File: src/rtl/prio_irq_ctrl.sv
module prio_irq_ctrl #(
  parameter int NUM_PERIPH  = 12,
  parameter int PRIO_W      = 4,
  parameter int ADDR_W      = 24,
  parameter int VEC_SHIFT   = 5,
  parameter int NOBOOT_BASE = 32'h10000,
  localparam int ID_W       = $clog2(NUM_PERIPH)
) (
  input  logic                  clk,
  input  logic                  rst_n,
  input  logic [3:0]            irq_core,
  input  logic [NUM_PERIPH-1:0] irq_periph,
  input  logic                  mask_we,
  input  logic [15:0]           mask_wdata,
  input  logic                  prio_we,
  input  logic [ID_W-1:0]       prio_id,
  input  logic [PRIO_W-1:0]     prio_wdata,
  input  logic                  ack,
  input  logic                  noboot,
  output logic [15:0]           pend,
  output logic                  vec_valid,
  output logic [3:0]            vec_idx,
  output logic [ADDR_W-1:0]     vec_addr
);
  localparam int LAST_LVL = 10;
  localparam logic [15:0] NMI_SLOTS = 16'h0003;

  logic [15:0]       pend_q, mask_q, set_v, eff, clear_v;
  logic [PRIO_W-1:0] prio_q [NUM_PERIPH];
  logic [3:0]        sel;

  function automatic logic [3:0] slot_of(input logic [PRIO_W-1:0] p);
    return (32'(p) > LAST_LVL) ? 4'd15 : 4'(p) + 4'd4;
  endfunction

  always_comb begin
    set_v = {12'b0, irq_core};
    for (int k = 0; k < NUM_PERIPH; k++)
      if (irq_periph[k]) set_v[slot_of(prio_q[k])] = 1'b1;
  end

  assign eff = pend_q & (mask_q | NMI_SLOTS);

  always_comb begin
    sel = 4'd0;
    for (int b = 15; b >= 0; b--)
      if (eff[b]) sel = 4'(b);
  end

  assign vec_valid = |eff;
  assign vec_idx   = sel;
  assign vec_addr  = (ADDR_W'(sel) << VEC_SHIFT) + (noboot ? ADDR_W'(NOBOOT_BASE) : '0);
  assign pend      = pend_q;
  assign clear_v   = (ack && vec_valid) ? (16'b1 << sel) : 16'b0;

  always_ff @(posedge clk) begin
    if (!rst_n) begin
      pend_q <= '0;
      mask_q <= '0;
    end else begin
      pend_q <= (pend_q & ~clear_v) | set_v;
      if (mask_we) mask_q <= mask_wdata;
    end
  end

  for (genvar k = 0; k < NUM_PERIPH; k++) begin : g_prio
    always_ff @(posedge clk) begin
      if (!rst_n) prio_q[k] <= PRIO_W'(k);
      else if (prio_we && prio_id == ID_W'(k)) prio_q[k] <= prio_wdata;
    end


    fold_slot_chk: assert property (@(posedge clk) disable iff (!rst_n)
      (irq_periph[k] && 32'(prio_q[k]) > LAST_LVL) |=> pend_q[15]);
  end


  latch_hold_chk: assert property (@(posedge clk) disable iff (!rst_n)
    !ack |=> ((pend_q & $past(pend_q)) == $past(pend_q)));


  core_slot_chk: assert property (@(posedge clk) disable iff (!rst_n)
    irq_core[3] |=> pend_q[3]);


  nmi_win_chk: assert property (@(posedge clk) disable iff (!rst_n)
    pend_q[0] |-> (vec_valid && vec_idx == 4'd0));


  sel_legal_chk: assert property (@(posedge clk) disable iff (!rst_n)
    vec_valid |-> (pend_q[vec_idx] && (mask_q[vec_idx] || vec_idx < 4'd2)));


  vec_align_chk: assert property (@(posedge clk) disable iff (!rst_n)
    vec_valid |-> vec_addr[VEC_SHIFT-1:0] == '0);


  ack_clear_chk: assert property (@(posedge clk) disable iff (!rst_n)
    (ack && vec_valid && !set_v[sel]) |=> !pend_q[$past(sel)]);
endmodule

File: config.mk
export PLATFORM = sky130hd
export DESIGN_NAME = prio_irq_ctrl
export DESIGN_NICKNAME = d
export VERILOG_FILES = /design/src/rtl/prio_irq_ctrl.sv
export SDC_FILE = /design/constraint.sdc
export NUM_CORES = 1
export LEC_CHECK = 0
export ABC_AREA = 1
export BUFFER_PORTS_ARGS = -buffer_cell sky130_fd_sc_hd__clkbuf_2
export CAP_MARGIN = 20
export CORE_ASPECT_RATIO = 0.8
export CORE_MARGIN = 5
export CORE_UTILIZATION = 31
export CTS_CLUSTER_DIAMETER = 50
export DETAILED_ROUTE_END_ITERATION = 10
export SLEW_MARGIN = 15
export SYNTH_ARGS = -nofsm -noshare
export SYNTH_HDL_FRONTEND = slang
export SYNTH_SLANG_ARGS = --single-unit
File: constraint.sdc
create_clock -name clk -period 2.4 [get_ports clk]
set_input_delay 0.36 -clock clk [delete_from_list [all_inputs] [get_ports clk]]
set_output_delay 0.36 -clock clk [all_outputs]
set_load 0.01 [all_outputs]
==> metrics.yaml, run 1 <==
status:
  status: "finished clean"
yosys:
  ys_seq_elements: 78
  synth_edf_count: 48
  yosysUniqueCellTypes: 49
  synth_top_cell_by_area: "edfxtp_1"
  yosys.cell_count.top_type: "nand2_1"
  synth.cell_area_mm2: 0.00552
  async_reset_ff_share_pct: 0
  ys.flop_type: "edfxtp_1"
  netlist.area_leader.share_pct: 26.1
  yosys_warnings: 0
  synthesis.area_per_instance_um2: 6.95
  netlist_top_cells_count: "153 x nand2_1, 148 x nor2_1, 130 x inv_1"
  ys_seq_area_share_pct: 37.0
  netlist_instances: 794
  synthTopCellsByArea: "edfxtp_1 26%, dfxtp_1 11%, nand2_1 10%, nor2_1 10%, inv_1 8.8%"
routing:
  drtIter0Drc: 445
  ant_nets: 0
  num_vias: 5461
  drt-total-wl_um: 17900
  drc: 0
  wl_per_cell_um: 16.3
  first_pass_iters: 7
  via_per_inst: 4.97
worst_setup_path:
  reg2regPathDepth: 11
  arrival_ps: 2500
  crit_required_ps: 2630
  path_class: "register to register"
  setup.worst_path.end_class: "register"
  r2r_start: "prio_q[2][10]"
  crit_path_max_fanout: 4
  start_kind: "register"
  r2r_end: "pend[11]"
  r2r_setup_slack_ps: 130
finish:
  fin_area_mm2: 0.00640
  n_fill_cell: 1879
  nets: 924
  final-instance-count-excl-fill: 1098
  diodes: 0
  syn2layout_area_growth_pct: 16.0
  drive_gt1_share_pct: 15.6
timing:
  period_share_pct: 94.7
  final_hold_viol_count: 0
  timing.fmax_ghz: 0.440
  finalSetupViolations: 0
  report.final.slew_viol_count: 0
  period_needed_ps: 2270
  worst_pin_slew_ps: 670
  slew-limit-headroom_pct: 54.9
  rsz0062_at_grt: "yes"
  fin_skew_ps: 10.8
global_route:
  grt.overflow.total: 0
  grt_pass1_vias: 5062
  grt_usage_pct: 17.1
  use_met3_pct: 4.23
  busiest_layer: "met2"
  use_met2_pct: 25.1
  use_met1_pct: 25.0
  grt_pass1_wl_um: 27800
  grt_antenna_before_repair: 0
  grt_max_degree: 28
die:
  rows: 43
  initial_core_util_pct: 31.6
  die_x_um: 159
  chipHeight_um: 129
  core_mm2: 0.0174
  die-area_mm2: 0.0206
  ioPinCount: 91
power:
  powerDensity_mw_per_mm2: 611
  p_leak_nw: 2.82
  p_total_mw: 3.91
  ir_drop_v: 0.000408
worst_hold_path:
  min-delay-start: "mask_wdata[10]"
  hold_class: "input pin to register"
  whs_path_depth: 3
  min_to: "mask_q[10]"
cts:
  cts_root_buf: "clkbuf_16"
  cts_buffers: 9
  cts_tree: "yes"
  cts_max_level: 3
  clk_pin_slew_ps: 60
  insertion_delay_ps: 350
  ctsHoldBuffers: 0
  cts_max_path_buffers: 2
  clock_sinks: 78
placement:
  placed_cell_area_mm2: 0.00606
  port_buffers: 67
  hpwl_um: 14900
  dp_cells: 1080
  gp_congestion: 0.958
job:
  maxCapViolations: 0
[state kept, by name (all words and copies together) (netlist names)]
| signal | cells |
|---|---|
| mask_q | 14 |
| pend | 16 |
| prio_q | 48 |
[metal layers]
metal	part of all wire (%)	vias up
met5	0	-
met4	1.8	0
met3	8.2	23
met2	42	214
met1	48	2463
li1	-	2761
[cell families after synthesis]
kind of cell / after synthesis / synth area share [%]
other cells: 1 / 0.0680
flops: 78 / 37.0
fa+ha+maj: 10 / 2.27
simple gates: 402 / 31.1
compound gates: 134 / 16.4
buf+inv: 169 / 13.1
[cell usage in the layout, fill, tap and decap left out, drive strengths merged]
cell type,Yosys,final
nor3,27,27
a221oi,1,1
edfxtp,48,48
and3,1,1
nand4,11,11
dfxtp,30,30
a21oi,25,25
a31oi,7,7
nand3,32,32
a32oi,1,1
o21bai,4,4
conb,1,19
a311oi,1,1
a22o,1,1
nand2,159,159
o21ai,41,41
a211o,1,1
o221ai,8,8
or2,1,1
a21boi,1,1
clkbuf,12,77
clkinv,0,4
bufinv,0,1
nand3b,1,1
o311ai,1,1
o22ai,20,20
nor4,13,13
ha,10,10
inv,133,134
o211ai,3,3
a211oi,2,2
buf,24,14
o2bb2ai,1,1
nor2,157,157
o32ai,6,6
o2111ai,4,4
a2111oi,6,6
[worst max-delay path: stages (launching register included)]
cell and delay [ps]:
edfxtp_1 450, inv_1 130, ha_1 150, nand2_1 70
nand2_1 100, o21ai_2 80, a21oi_1 230, nor2_1 120
a211o_1 300, nor4_1 260, buf_4 190, a21oi_1 60
[power by group]
group | switching, mW | total (mW) | internal [mW]
Combinational | 0.611 | 0.913 | 0.302
Clock | 0.560 | 1.36 | 0.804
Sequential | 0.103 | 1.63 | 1.53
Total | 1.27 | 3.91 | 2.63
[per-stage QoR]
step	TNS [ps]	utilization (%)	setup WS [ps]	hold WS, ps
after global routing	-136	36.7	-59.0	241
after detailed placement	-20.1	34.8	-20.1	486
after global placement	0	34.8	53.4	481
final	0	36.7	128	235
after CTS	0	36.5	51.4	228
after floorplan	0	-	589	463
[cell type report]
| class | instances | area, um2 | area share, % |
|---|---|---|---|
| clock buffers | 10 | 229 | 3.58 |
| clock inverters | 6 | 61.3 | 0.958 |
| inverters | 133 | 499 | 7.80 |
| multi-input cells | 565 | 2840 | 44.4 |
| flip-flops and latches | 78 | 2050 | 32.0 |
| well taps | 225 | 282 | 4.40 |
| repair buffers | 81 | 440 | 6.88 |
[worst max-delay path by stage]
stage | start | slack [ps] | endpoint | cells after the start
2_1_floorplan | pend[15] | 590 | vec_idx[0] | 19
3_3_place_gp | prio_q[1][14] | 50 | pend[0] | 12
3_5_place_dp | prio_q[1][14] | -20 | pend[0] | 12
4_1_cts | prio_q[1][14] | 50 | pend[1] | 11
5_1_grt | prio_q[2][14] | -60 | pend[10] | 14
6_report | prio_q[2][10] | 130 | pend[11] | 11
[what timing repair did]
item | 4_1_cts | 5_1_grt
gates resized for setup | 1 | 8
setup endpoints to repair | 1 | 7
setup buffers | 0 | 2
pin swaps | 0 | 1
No activity file was read; power rests on OpenSTA's default activity.
==> run 2, diff against run 1 <==
SETUP_SLACK_MARGIN = 0.2   (was not set)
==> run 2 against run 1 <==
Compared with the run above: critical path depth unchanged; power up 2.5%; clock power about the same; global-route usage up 0.12 points; utilization up 1.8 points; clock-buffer cell count unchanged; maximum frequency up 3.5%; critical path type unchanged.
==> metrics.yaml, run 2 (same netlist as run 1, synthesis figures left out) <==
cts:
  ctsHoldBuffers: 0
  cts_tree: "yes"
  cts_root_buf: "clkbuf_16"
  clk_pin_slew_ps: 60
  cts_buffers: 9
  clock_sinks: 78
  insertion_delay_ps: 350
  cts_max_level: 3
  cts_max_path_buffers: 2
routing:
  via_per_inst: 5.01
  drc: 0
  drtIter0Drc: 491
  wl_per_cell_um: 16.5
  drt-total-wl_um: 18300
  first_pass_iters: 5
  num_vias: 5574
  ant_nets: 0
worst_setup_path:
  reg2regPathDepth: 11
  crit_path_max_fanout: 4
  start_kind: "register"
  r2r_end: "pend[1]"
  r2r_setup_slack_ps: 210
  setup.worst_path.end_class: "register"
  r2r_start: "prio_q[1][15]"
  arrival_ps: 2420
  crit_required_ps: 2620
  path_class: "register to register"
power:
  ir_drop_v: 0.000416
  p_leak_nw: 2.92
  powerDensity_mw_per_mm2: 597
die:
  core_mm2: 0.0174
  rows: 43
  chipHeight_um: 129
  ioPinCount: 91
  initial_core_util_pct: 31.6
  die_x_um: 159
  die-area_mm2: 0.0206
status:
  status: "finished clean"
finish:
  largest-register: "prio_q"
  mostFrequentLayoutCell: "nand2_1"
  drive_gt1_share_pct: 20.1
  n_fill_cell: 1844
  postLayoutCoreUtil_pct: 38.5
  nets: 938
  syn2layout_area_growth_pct: 21.7
  final_cell_mix: "150 x nand2_1, 141 x nor2_1, 126 x inv_1"
  diodes: 0
  largest_reg_flops: 48
  fin_area_mm2: 0.00671
  final-instance-count-excl-fill: 1112
global_route:
  grt.overflow.total: 0
  use_met1_pct: 25.2
  busiest_layer: "met2"
  grt_usage_pct: 17.2
  use_met2_pct: 25.6
  grt_max_degree: 28
  grt_antenna_before_repair: 0
  use_met3_pct: 4.10
  grt_pass1_wl_um: 28000
  grt_pass1_vias: 5099
timing:
  worst_slack_ps: 205
  slew-limit-headroom_pct: 56.4
  period_share_pct: 91.5
  period_needed_ps: 2190
  finalSetupViolations: 0
  report.final.slew_viol_count: 0
  worst_pin_slew_ps: 648
  final_hold_viol_count: 0
  rsz0062_at_grt: "yes"
  timing.fmax_ghz: 0.456
  fin_skew_ps: 9.84
worst_hold_path:
  hold_class: "input pin to register"
  min-delay-start: "mask_wdata[10]"
  min_to: "mask_q[10]"
  whs_path_depth: 3
placement:
  placed_cell_area_mm2: 0.00606
  dp_worst_setup_slack_ps: -20.1
  port_buffers: 67
  gp_congestion: 0.958
  dp_cells: 1080
  hpwl_um: 14900
job:
  maxCapViolations: 0
run 2: final cells by class:
class	instances	area [um2]	area share [%]
clock buffer	10	229	3.41
clock inverter	6	61.3	0.913
inverter	133	499	7.44
multi-input combinational	565	3030	45.2
sequential	78	2050	30.5
tap	225	282	4.19
timing repair buffer	95	562	8.37
run 2: power breakdown:
group / switching (mW) / internal (mW) / total, mW
logic: 0.649 / 0.359 / 1.01
registers: 0.106 / 1.53 / 1.63
clock network: 0.562 / 0.804 / 1.37
total: 1.32 / 2.69 / 4.01
run 2: per-stage QoR:
| stage | hold WS [ps] | total power, mW | setup TNS [ps] |
|---|---|---|---|
| 2_1_floorplan | 463 | 2.24 | 0 |
| 4_1_cts | 228 | 3.94 | 0 |
| 3_5_place_dp | 486 | 2.54 | -20.1 |
| 5_1_grt | 241 | 4.20 | 0 |
| 6_report | 232 | 4.01 | 0 |
| 3_3_place_gp | 481 | 2.55 | 0 |
run 2: how the worst max path moves through the flow:
| stage | cells after the start | slack (ps) | end | from |
|---|---|---|---|---|
| global placement | 12 | 50 | pend[0] | prio_q[1][14] |
| CTS | 11 | 200 | pend[1] | prio_q[1][14] |
| global route | 19 | 100 | vec_addr[5] | pend[15] |
| floorplan | 19 | 590 | vec_idx[0] | pend[15] |
| finish | 11 | 210 | pend[1] | prio_q[1][15] |
| detailed placement | 12 | -20 | pend[0] | prio_q[1][14] |
run 2: layer usage:
layer  vias to the layer above  share of wire, %
met3                        26               8.0
met4                         0               1.8
met2                       223                42
met5                         -                 0
li1                       2789                 -
met1                      2536                48
run 2: critical path, stage by stage (launching register included):
cell and delay, ps:
edfxtp_1 540, ha_4 240, nand2_4 90, nand2_4 80
o21ai_4 80, nor2_2 60, inv_2 110, nor2_2 70
a22o_1 250, a2111oi_4 310, buf_4 160, a21oi_1 60
run 2: what timing repair did:
action / CTS / global route
buffers inserted: 6 / 10
endpoints found under the setup margin: 7 / 18
resized for setup: 12 / 44
pin swaps: 4 / 9
